==> config.mk <==
export PLATFORM = sky130hd
export DESIGN_NAME = pfq_top
export DESIGN_NICKNAME = d
export VERILOG_FILES = /design/src/rtl/pfq_pkg.sv /design/src/rtl/pfq_rst_sync.sv /design/src/rtl/pfq_fifo.sv /design/src/rtl/pfq_fetch.sv /design/src/rtl/pfq_top.sv
export SDC_FILE = /design/constraint.sdc
export NUM_CORES = 1
export LEC_CHECK = 0
export BUFFER_PORTS_ARGS = -buffer_cell sky130_fd_sc_hd__buf_2
export CAP_MARGIN = 20
export CORE_MARGIN = 1
export CORE_UTILIZATION = 50
export CTS_CLUSTER_SIZE = 40
export DETAILED_ROUTE_END_ITERATION = 8
export PLACE_DENSITY = 0.76
export RECOVER_POWER = 100
export SLEW_MARGIN = 0
export SYNTH_ARGS = -nofsm -noshare
export SYNTH_HDL_FRONTEND = slang
export SYNTH_SLANG_ARGS = --single-unit
==> constraint.sdc <==
create_clock -name clk -period 2 [get_ports clk]
set_clock_uncertainty 0.2 [all_clocks]
set_input_delay 0.2 -clock clk [delete_from_list [all_inputs] [get_ports clk]]
set_output_delay 0.2 -clock clk [all_outputs]
set_load 0.01 [all_outputs]
==> src/rtl/pfq_pkg.sv <==
package pfq_pkg;
  localparam int unsigned BYTE_W = 8;
  typedef logic [BYTE_W-1:0] ibyte_t;
endpackage

==> src/rtl/pfq_rst_sync.sv <==
module pfq_rst_sync (
  input  logic clk,
  input  logic rst_n,
  output logic rst_sync_n
);
  logic [1:0] sync_q;

  always_ff @(posedge clk or negedge rst_n) begin
    if (!rst_n) sync_q <= 2'b00;
    else        sync_q <= {sync_q[0], 1'b1};
  end

  assign rst_sync_n = sync_q[1];
endmodule

==> src/rtl/pfq_fifo.sv <==
module pfq_fifo
  import pfq_pkg::*;
#(
  parameter int unsigned DEPTH = 4
) (
  input  logic clk,
  input  logic rst_n,
  input  logic clr,
  input  logic wr_en,
  input  ibyte_t wr_data,
  input  logic rd_en,
  output ibyte_t rd_data,
  output logic [$clog2(DEPTH+1)-1:0] count,
  output logic empty,
  output logic full
);
  localparam int unsigned PW = (DEPTH > 1) ? $clog2(DEPTH) : 1;
  localparam int unsigned CW = $clog2(DEPTH+1);

  ibyte_t          mem_q [DEPTH];
  logic [PW-1:0]   wptr_q, wptr_d, rptr_q, rptr_d;
  logic [CW-1:0]   cnt_q, cnt_d;

  function automatic logic [PW-1:0] bump(input logic [PW-1:0] p);
    return (p == PW'(DEPTH-1)) ? '0 : p + PW'(1);
  endfunction

  always_comb begin
    wptr_d = wptr_q;
    rptr_d = rptr_q;
    cnt_d  = cnt_q;
    if (clr) begin
      wptr_d = '0;
      rptr_d = '0;
      cnt_d  = '0;
    end else begin
      if (wr_en) wptr_d = bump(wptr_q);
      if (rd_en) rptr_d = bump(rptr_q);
      case ({wr_en, rd_en})
        2'b10:   cnt_d = cnt_q + CW'(1);
        2'b01:   cnt_d = cnt_q - CW'(1);
        default: cnt_d = cnt_q;
      endcase
    end
  end

  always_ff @(posedge clk or negedge rst_n) begin
    if (!rst_n) begin
      wptr_q <= '0;
      rptr_q <= '0;
      cnt_q  <= '0;
    end else begin
      wptr_q <= wptr_d;
      rptr_q <= rptr_d;
      cnt_q  <= cnt_d;
    end
  end

  for (genvar gi = 0; gi < DEPTH; gi++) begin : g_slot
    logic slot_en;
    assign slot_en = wr_en && !clr && (wptr_q == PW'(gi));
    always_ff @(posedge clk or negedge rst_n) begin
      if (!rst_n)       mem_q[gi] <= '0;
      else if (slot_en) mem_q[gi] <= wr_data;
    end
  end

  assign rd_data = mem_q[rptr_q];
  assign count   = cnt_q;
  assign empty   = (cnt_q == '0);
  assign full    = (cnt_q == CW'(DEPTH));

  p_no_overflow_r3: assert property (@(posedge clk) disable iff (!rst_n)
    !(wr_en && full && !rd_en && !clr));
  p_count_bound_r3: assert property (@(posedge clk) disable iff (!rst_n)
    cnt_q <= CW'(DEPTH));
  p_no_underflow_r3: assert property (@(posedge clk) disable iff (!rst_n)
    !(rd_en && empty && !clr));
  p_clr_empties_r8: assert property (@(posedge clk) disable iff (!rst_n)
    clr |=> (cnt_q == '0));
endmodule

==> src/rtl/pfq_fetch.sv <==
module pfq_fetch #(
  parameter int unsigned           AW         = 20,
  parameter logic [AW-1:0]         RESET_ADDR = '0
) (
  input  logic          clk,
  input  logic          rst_n,
  input  logic          flush,
  input  logic [AW-1:0] flush_addr,
  input  logic          room,
  input  logic          ack,
  output logic          req,
  output logic [AW-1:0] addr,
  output logic          accept
);
  logic [AW-1:0] ptr_q, ptr_d;

  assign req    = room;
  assign accept = req && ack && !flush;

  always_comb begin
    ptr_d = ptr_q;
    if (flush)       ptr_d = flush_addr;
    else if (accept) ptr_d = ptr_q + AW'(1);
  end

  always_ff @(posedge clk or negedge rst_n) begin
    if (!rst_n) ptr_q <= RESET_ADDR;
    else        ptr_q <= ptr_d;
  end

  assign addr = ptr_q;

  p_req_hold_r7: assert property (@(posedge clk) disable iff (!rst_n)
    (req && !ack && !flush) |=> (req && $stable(addr)));
  p_ptr_step_r6: assert property (@(posedge clk) disable iff (!rst_n)
    accept |=> (addr == $past(addr) + AW'(1)));
  p_flush_target_r8: assert property (@(posedge clk) disable iff (!rst_n)
    flush |=> (addr == $past(flush_addr)));
endmodule

==> src/rtl/pfq_top.sv <==
module pfq_top
  import pfq_pkg::*;
#(
  parameter int unsigned   AW         = 20,
  parameter int unsigned   DEPTH      = 4,
  parameter logic [AW-1:0] RESET_ADDR = '0
) (
  input  logic          clk,
  input  logic          rst_n,
  input  logic          flush_i,
  input  logic [AW-1:0] flush_addr_i,
  output logic          mem_req_o,
  output logic [AW-1:0] mem_addr_o,
  input  logic          mem_ack_i,
  input  logic [7:0]    mem_data_i,
  output logic          out_valid_o,
  output logic [7:0]    out_byte_o,
  input  logic          out_ready_i
);
  localparam int unsigned CW = $clog2(DEPTH+1);

  logic          rst_s_n;
  logic          accept, take;
  logic          q_wr, q_rd, q_empty, q_full;
  ibyte_t        q_head;
  logic [CW-1:0] q_count;

  pfq_rst_sync u_rst (
    .clk        (clk),
    .rst_n      (rst_n),
    .rst_sync_n (rst_s_n)
  );

  pfq_fetch #(.AW(AW), .RESET_ADDR(RESET_ADDR)) u_fetch (
    .clk        (clk),
    .rst_n      (rst_s_n),
    .flush      (flush_i),
    .flush_addr (flush_addr_i),
    .room       (!q_full),
    .ack        (mem_ack_i),
    .req        (mem_req_o),
    .addr       (mem_addr_o),
    .accept     (accept)
  );

  // Bypass: an empty queue shows the arriving byte directly.
  assign out_valid_o = !flush_i && (!q_empty || accept);
  assign out_byte_o  = q_empty ? mem_data_i : q_head;
  assign take        = out_valid_o && out_ready_i;
  assign q_rd        = take && !q_empty;
  assign q_wr        = accept && !(take && q_empty);

  pfq_fifo #(.DEPTH(DEPTH)) u_fifo (
    .clk     (clk),
    .rst_n   (rst_s_n),
    .clr     (flush_i),
    .wr_en   (q_wr),
    .wr_data (mem_data_i),
    .rd_en   (q_rd),
    .rd_data (q_head),
    .count   (q_count),
    .empty   (q_empty),
    .full    (q_full)
  );

  p_full_no_req_r2: assert property (@(posedge clk) disable iff (!rst_s_n)
    (q_count == CW'(DEPTH)) |-> !mem_req_o);
  p_bypass_r5: assert property (@(posedge clk) disable iff (!rst_s_n)
    (q_empty && accept) |-> (out_valid_o && out_byte_o == mem_data_i));
  p_flush_quiet_r9: assert property (@(posedge clk) disable iff (!rst_s_n)
    flush_i |-> !out_valid_o);
endmodule

==> out/results.ini, run 1 <==
[drt]
routed_wl_microns=9910
vias_per_cell=5.96
firstDrtPassIters=8
dr.first_iter.drc_count=243
drc=0
via_count=3024
drt-wirelength-per-cell_microns=19.5
drtAntennaViolNets=0

[critical_path]
crit_type=reg2reg
cp_max_fo=4
crit_top_cell=nor3b_4
start_kind=register
critPathBufInv=1
critPathArrivalTime_ps=2270
worst_path_dominant_cell_family=simple AND/OR/NAND/NOR gates
endpoint_kind=register
slowest_delay_ps=450
crit_slowest_cell=dfrtp_2
crit_path_cell_trace=nor3b_4, inv_4, nand2_4, nor3b_4, fa_2, nand3b_1, o22ai_1, a21oi_1
required_ps=2010

[grt]
grt_overflow=0
grt_max_degree=29
grt_usage_pct=29.6
grt_pass1_wl_microns=14400
grt_pass1_vias=2919
grt_antenna_before_repair=0

[logic_synthesis]
yosysMostFrequentCell=dfrtp_1
ys_top_cells_by_count=dfrtp_1 (61), mux2_2 (40), nand2_1 (24)
ys_seq_area_share_pct=47.2
synth_edf_count=0
yosys-top-cells-area=dfrtp_1 (47%), mux2_2 (14%), mux4_2 (5.6%)
synthCells=287
synth_area_sq_um=3230
synth_nets=327
synth_top_flop_cell=dfrtp_1
synth-seq-cells=61
yosys_warnings=0
synth_cell_type_count=45
synth_top_area_share_pct=47.2
async_reset_ff_share_pct=100
avgSynthCellArea_sq_um=11.3
synth_area_leader_cell=dfrtp_1

[sta]
clock.fmax_mhz=442
max_slew_margin_pct=39.4
setup_viol=14
finalHoldViolCount=0
fin_tns_setup_ps=-2350
drv_slew=0
fin_crit_ps=2260
timing.final.ws_setup_ps=-260
rsz0062_at_grt=yes
tightest_slew_ps=909
min_period_over_period_pct=113

[placed_design]
numPortBuffers=62
routabilityCongestion=0.862
pre_cts_ws_ps=-175
dp_hpwl_microns=5640

[clock_network]
cts-root-buf=clkbuf_8
cts.htree.levels=3
cts_tree=built
insertion_delay_ps=340
clock_path_buffers=2
cts_buffers=9
path_clk_slew_ps=70
clock_sinks=61

[die]
initial_utilization_pct=53.1
core_area_sq_um=6100
io_pins=63
die_area_sq_um=6790
die_w_microns=82.4
rows=28
die_height_microns=82.4

[run]
maxCapViolations=0

[power]
p_per_area_nw_per_um2=883
power_mw=4.10
peakVddDrop_mv=0.548
p_leak_nw=2.08

[status]
status=finished, violations left
violations=negative setup slack

[final_layout]
layout.nets=468
drive_gt1_share_pct=41.7
diodes=0
area_growth_pct=43.6

[hold_path]
worstHoldPathType=in2reg

-- what timing repair did --
action,CTS,global route
gates resized for setup,13,15
buffers inserted,4,8
pin swaps,7,10
hold buffers,30,0
endpoints found under the setup margin,18,24
hold endpoints to repair,54,0
-- sequential cells by signal (all words and copies together), names as in the netlist --
| register | count |
|---|---|
| u_fifo.mem_q | 32 |
| u_fetch.addr | 20 |
| u_fifo.count | 3 |
| u_fifo.rptr_q | 2 |
| u_fifo.wptr_q | 2 |
| u_rst.sync_q | 2 |
-- metal layers --
layer	part of all wire [%]	vias to the layer above	GRT usage (%)
li1	-	1330	-
met5	0	-	0
met1	40	1464	36.8
met3	6.8	47	5.38
met4	4.4	0	16.5
met2	49	183	48.7
-- cell families (layout without fill, tap and decap cells) --
family	after synthesis	count (layout)	share of synthesized area (%)
AND/OR/NAND/NOR	86	86	14.7
flip-flops	61	61	47.2
multiplexers	52	52	20.7
AO/OA/AOI/OAI	45	45	8.55
buffers and inverters	25	170	3.06
XOR/XNOR	10	10	2.71
adder cells (fa/ha/maj)	7	7	2.94
other	1	1	0.116
-- per-stage QoR --
stage | instances | hold WS (ps) | area (sq um) | utilization [%]
2_1_floorplan | 287 | -296 | 3300 | -
3_3_place_gp | 452 | -214 | 4020 | 65.9
3_5_place_dp | 452 | -213 | 4020 | 65.9
4_1_cts | 501 | 58.8 | 4610 | 75.7
5_1_grt | 507 | 153 | 4650 | 76.2
6_report | 507 | 161 | 4650 | 76.2
-- worst paths after layout --
check | startpoint | endpoint | slack [ps] | cells after the start
min reg2reg | u_rst.sync_q[0]$_DFF_PN0_ | u_rst.sync_q[1]$_DFF_PN0_ | 170 | 0
max reg2reg | u_fifo.count[1]$_DFFE_PN0P_ | u_fifo.count[2]$_DFFE_PN0P_ | -260 | 8
max | u_fifo.count[1]$_DFFE_PN0P_ | u_fifo.count[2]$_DFFE_PN0P_ | -260 | 8
min | flush_i | u_fifo.rptr_q[1]$_DFFE_PN0P_ | 160 | 3
max in group asynchronous | u_rst.sync_q[1]$_DFF_PN0_ | u_fifo.mem_q[13]$_DFFE_PN0P_ | 250 | 1
min in group asynchronous | u_rst.sync_q[1]$_DFF_PN0_ | u_fetch.addr[13]$_DFFE_PN0P_ | 180 | 0
-- power breakdown --
| group | total, mW | internal, mW | switching (mW) |
|---|---|---|---|
| Clock | 1.21 | 0.722 | 0.490 |
| Combinational | 1.20 | 0.681 | 0.518 |
| Sequential | 1.69 | 1.51 | 0.180 |
-- area by class of cell --
type                    count  area, sq um
well taps                  75         93.8
inverters                  11         43.8
repair buffers            144         1060
clock buffers              10          138
clock inverters             5         75.1
multi-input cells         201         1710
fillers                   393         1450
flip-flops and latches     61         1530
-- worst min-delay path: stages --
cell    delay (ps)
buf_2          180
buf_4          210
nor2_1          60
-- placed cells by master, fill, tap and decap left out, types with 10 or more instances in the layout --
| cell type | n |
|---|---|
| buf_4 | 28 |
| dfrtp_1 | 57 |
| o21ai_0 | 14 |
| buf_2 | 48 |
| clkbuf_1 | 21 |
| mux2_2 | 40 |
| nor2_1 | 15 |
| clkbuf_8 | 10 |
| nand2_1 | 20 |
| dlygate4sd3_1 | 30 |
| buf_6 | 11 |
(Power assumes the default switching activity.)
==> inputs of run 2 (changes only) <==
--- a/config.mk
+++ b/config.mk
@@ -11,6 +11,7 @@
 export CORE_UTILIZATION = 50
 export CTS_CLUSTER_SIZE = 40
 export DETAILED_ROUTE_END_ITERATION = 8
+export GPL_ROUTABILITY_DRIVEN = 1
 export PLACE_DENSITY = 0.76
 export RECOVER_POWER = 100
 export SLEW_MARGIN = 0
==> constraint.sdc (replaced) <==
create_clock -name clk -period 2 [get_ports clk]
set_clock_uncertainty 0.2 [all_clocks]
set_input_delay 0.2 -clock clk [delete_from_list [all_inputs] [get_ports clk]]
set_output_delay 0.2 -clock clk [all_outputs]
set_load 0.05 [all_outputs]
==> out/results.ini, run 2 (synthesis gave the netlist of run 1 again) <==
[sta]
tightest_slew_ps=1040  ; was 909 ps
fin_tns_setup_ps=-5430  ; was -2350 ps
timing.final.ws_setup_ps=-256  ; was -260 ps
max_slew_margin_pct=30.4  ; was 39.4%
rsz0062_at_grt=yes  ; unchanged
clock.fmax_mhz=443  ; was 442 MHz
drv_slew=0  ; unchanged
fin_crit_ps=2260  ; about the same
min_period_over_period_pct=113  ; about the same
finalHoldViolCount=0  ; unchanged
setup_viol=47  ; was 14

[die]
rows=28  ; unchanged
io_pins=63  ; unchanged
die_w_microns=82.4  ; unchanged
initial_utilization_pct=53.1  ; unchanged
core_area_sq_um=6100  ; unchanged
die_area_sq_um=6790  ; unchanged
die_height_microns=82.4  ; unchanged

[drt]
drtAntennaViolNets=0  ; unchanged
drc=0  ; unchanged
via_count=3002  ; was 3,024
vias_per_cell=5.86  ; was 5.96
routed_wl_microns=9480  ; was 9910 microns
firstDrtPassIters=5  ; was 8
dr.first_iter.drc_count=251  ; was 243
drt-wirelength-per-cell_microns=18.5  ; was 19.5 microns

[clock_network]
clock_sinks=61  ; unchanged
cts_buffers=9  ; unchanged
path_clk_slew_ps=70  ; about the same
cts.htree.levels=3  ; unchanged
cts_tree=built  ; unchanged
cts-root-buf=clkbuf_8  ; unchanged
insertion_delay_ps=340  ; about the same
clock_path_buffers=2  ; unchanged

[final_layout]
final_cells=512  ; was 507
diodes=0  ; unchanged
top_register=u_fifo.mem_q  ; unchanged
layout.nets=472  ; was 468
fillers=359  ; was 393
final_common_cell=dfrtp_1  ; unchanged
drive_gt1_share_pct=46.7  ; was 41.7%
multi_input_area_sq_um=1820  ; was 1710 sq um
regArea_sq_um=1550  ; was 1530 sq um
final_cell_mix=dfrtp_1 (43), buf_4 (37), buf_2 (33)  ; was dfrtp_1 (57), buf_2 (48), mux2_2 (40)
largest_reg_flops=32  ; unchanged
area_growth_pct=50.2  ; was 43.6%
fin_area_sq_um=4860  ; was 4650 sq um

[placed_design]
placed_area_sq_um=4000  ; was 4020 sq um
place_inst=454  ; was 452
numPortBuffers=62  ; unchanged
routabilityCongestion=0.860  ; was 0.862
dp_hpwl_microns=5480  ; was 5640 microns

[power]
combPwrFrac_pct=36.0  ; was 29.2%
p_int_mw=2.88  ; was 2.91 mW
sw_frac_of_total_pct=34.2  ; was 29.0%
p_leak_nw=2.17  ; was 2.08 nW
p_per_area_nw_per_um2=903  ; was 883 nW/um^2
peakVddDrop_mv=0.731  ; was 0.548 mV
p_sw_mw=1.50  ; was 1.19 mW
sequentialPowerShare_pct=38.6  ; was 41.2%
p_clk_share_pct=25.4  ; was 29.6%

[grt]
grt_usage_pct=28.4  ; was 29.6%
grt_max_degree=37  ; was 29
grt_antenna_before_repair=0  ; unchanged
grt_pass1_vias=2940  ; was 2,919
grt_pass1_wl_microns=14000  ; was 14,400 microns
grt_overflow=0  ; unchanged

[status]
violations=negative setup slack  ; unchanged
status=finished, violations left  ; unchanged

[critical_path]
start_kind=register  ; unchanged
endpoint_kind=register  ; unchanged
cp_max_fo=7  ; was 4
crit_type=reg2reg  ; unchanged
required_ps=2050  ; was 2010 ps
critPathArrivalTime_ps=2300  ; was 2270 ps

[run]
maxCapViolations=0  ; unchanged

[hold_path]
worstHoldPathType=in2reg  ; unchanged

run 2: cell count changes in the layout (fill, tap and decap cells not counted), sizes merged:
cell	before	now
clkinv	4	6
bufinv	2	1
inv	10	9
buf	92	95
clkinvlp	0	1
dlygate4sd3	30	31
run 2: final cells by class:
cell class	count	area share [%]
inverters	11	0.927
well taps	75	1.93
clock inverters	6	1.29
multi-input cells	201	37.4
repair buffers	148	23.7
flip-flops and latches	61	31.9
clock buffers	10	2.83
run 2: worst max-delay path, cell delays in order (launching register included):
cell,delay [ps]
dfrtp_1,410
nor3b_4,170
buf_4,140
buf_8,130
or4_4,500
or4_1,410
a31oi_1,210
run 2: final timing paths:
check | cells after the start | slack (ps) | end | from
setup / recovery | 6 | -260 | u_fetch.addr[13]$_DFFE_PN0P_ | u_fifo.count[2]$_DFFE_PN0P_
hold / removal | 3 | 10 | u_fetch.addr[14]$_DFFE_PN0P_ | flush_addr_i[14]
setup reg to reg | 6 | -260 | u_fetch.addr[13]$_DFFE_PN0P_ | u_fifo.count[2]$_DFFE_PN0P_
hold reg to reg | 0 | 160 | u_rst.sync_q[1]$_DFF_PN0_ | u_rst.sync_q[0]$_DFF_PN0_
max in group asynchronous | 1 | 550 | u_fetch.addr[1]$_DFFE_PN0P_ | u_rst.sync_q[1]$_DFF_PN0_
min in group asynchronous | 1 | 310 | u_fifo.mem_q[1]$_DFFE_PN0P_ | u_rst.sync_q[1]$_DFF_PN0_
run 2: through the flow:
stage               utilization [%]  setup slack [ps]  hold slack [ps]  power (mW)
finish                         79.7              -256             9.53        4.39
global route                   79.7              -311             5.09        4.57
CTS                            76.8              -238             8.69        4.29
detailed placement             65.5              -182             -214        2.99
global placement               65.5              -119             -213        2.92
floorplan                         -              -609             -296        2.61
run 2: what timing repair did:
action,4_1_cts,5_1_grt
buffers inserted,5,7
hold buffers,31,0
pin swaps,9,18
gates cloned,1,0
hold endpoints to repair,58,0
gates resized for setup,42,39
endpoints found under the setup margin,14,46
run 2: layer usage:
metal | vias up | track usage, % | routed length (microns)
met2 | 139 | 47.6 | 4710
li1 | 1338 | - | -
met3 | 33 | 4.29 | 518
met1 | 1492 | 36.6 | 3980
met5 | - | 0 | 0
met4 | 0 | 11.8 | 271
run 2: power by group through the flow:
stage	sequential, mW	combinational [mW]	clock (mW)
3_5_place_dp	1.70	1.29	0
6_report	1.69	1.58	1.11
2_1_floorplan	1.83	0.783	0
4_1_cts	1.68	1.50	1.12
5_1_grt	1.72	1.67	1.18
3_3_place_gp	1.67	1.25	0
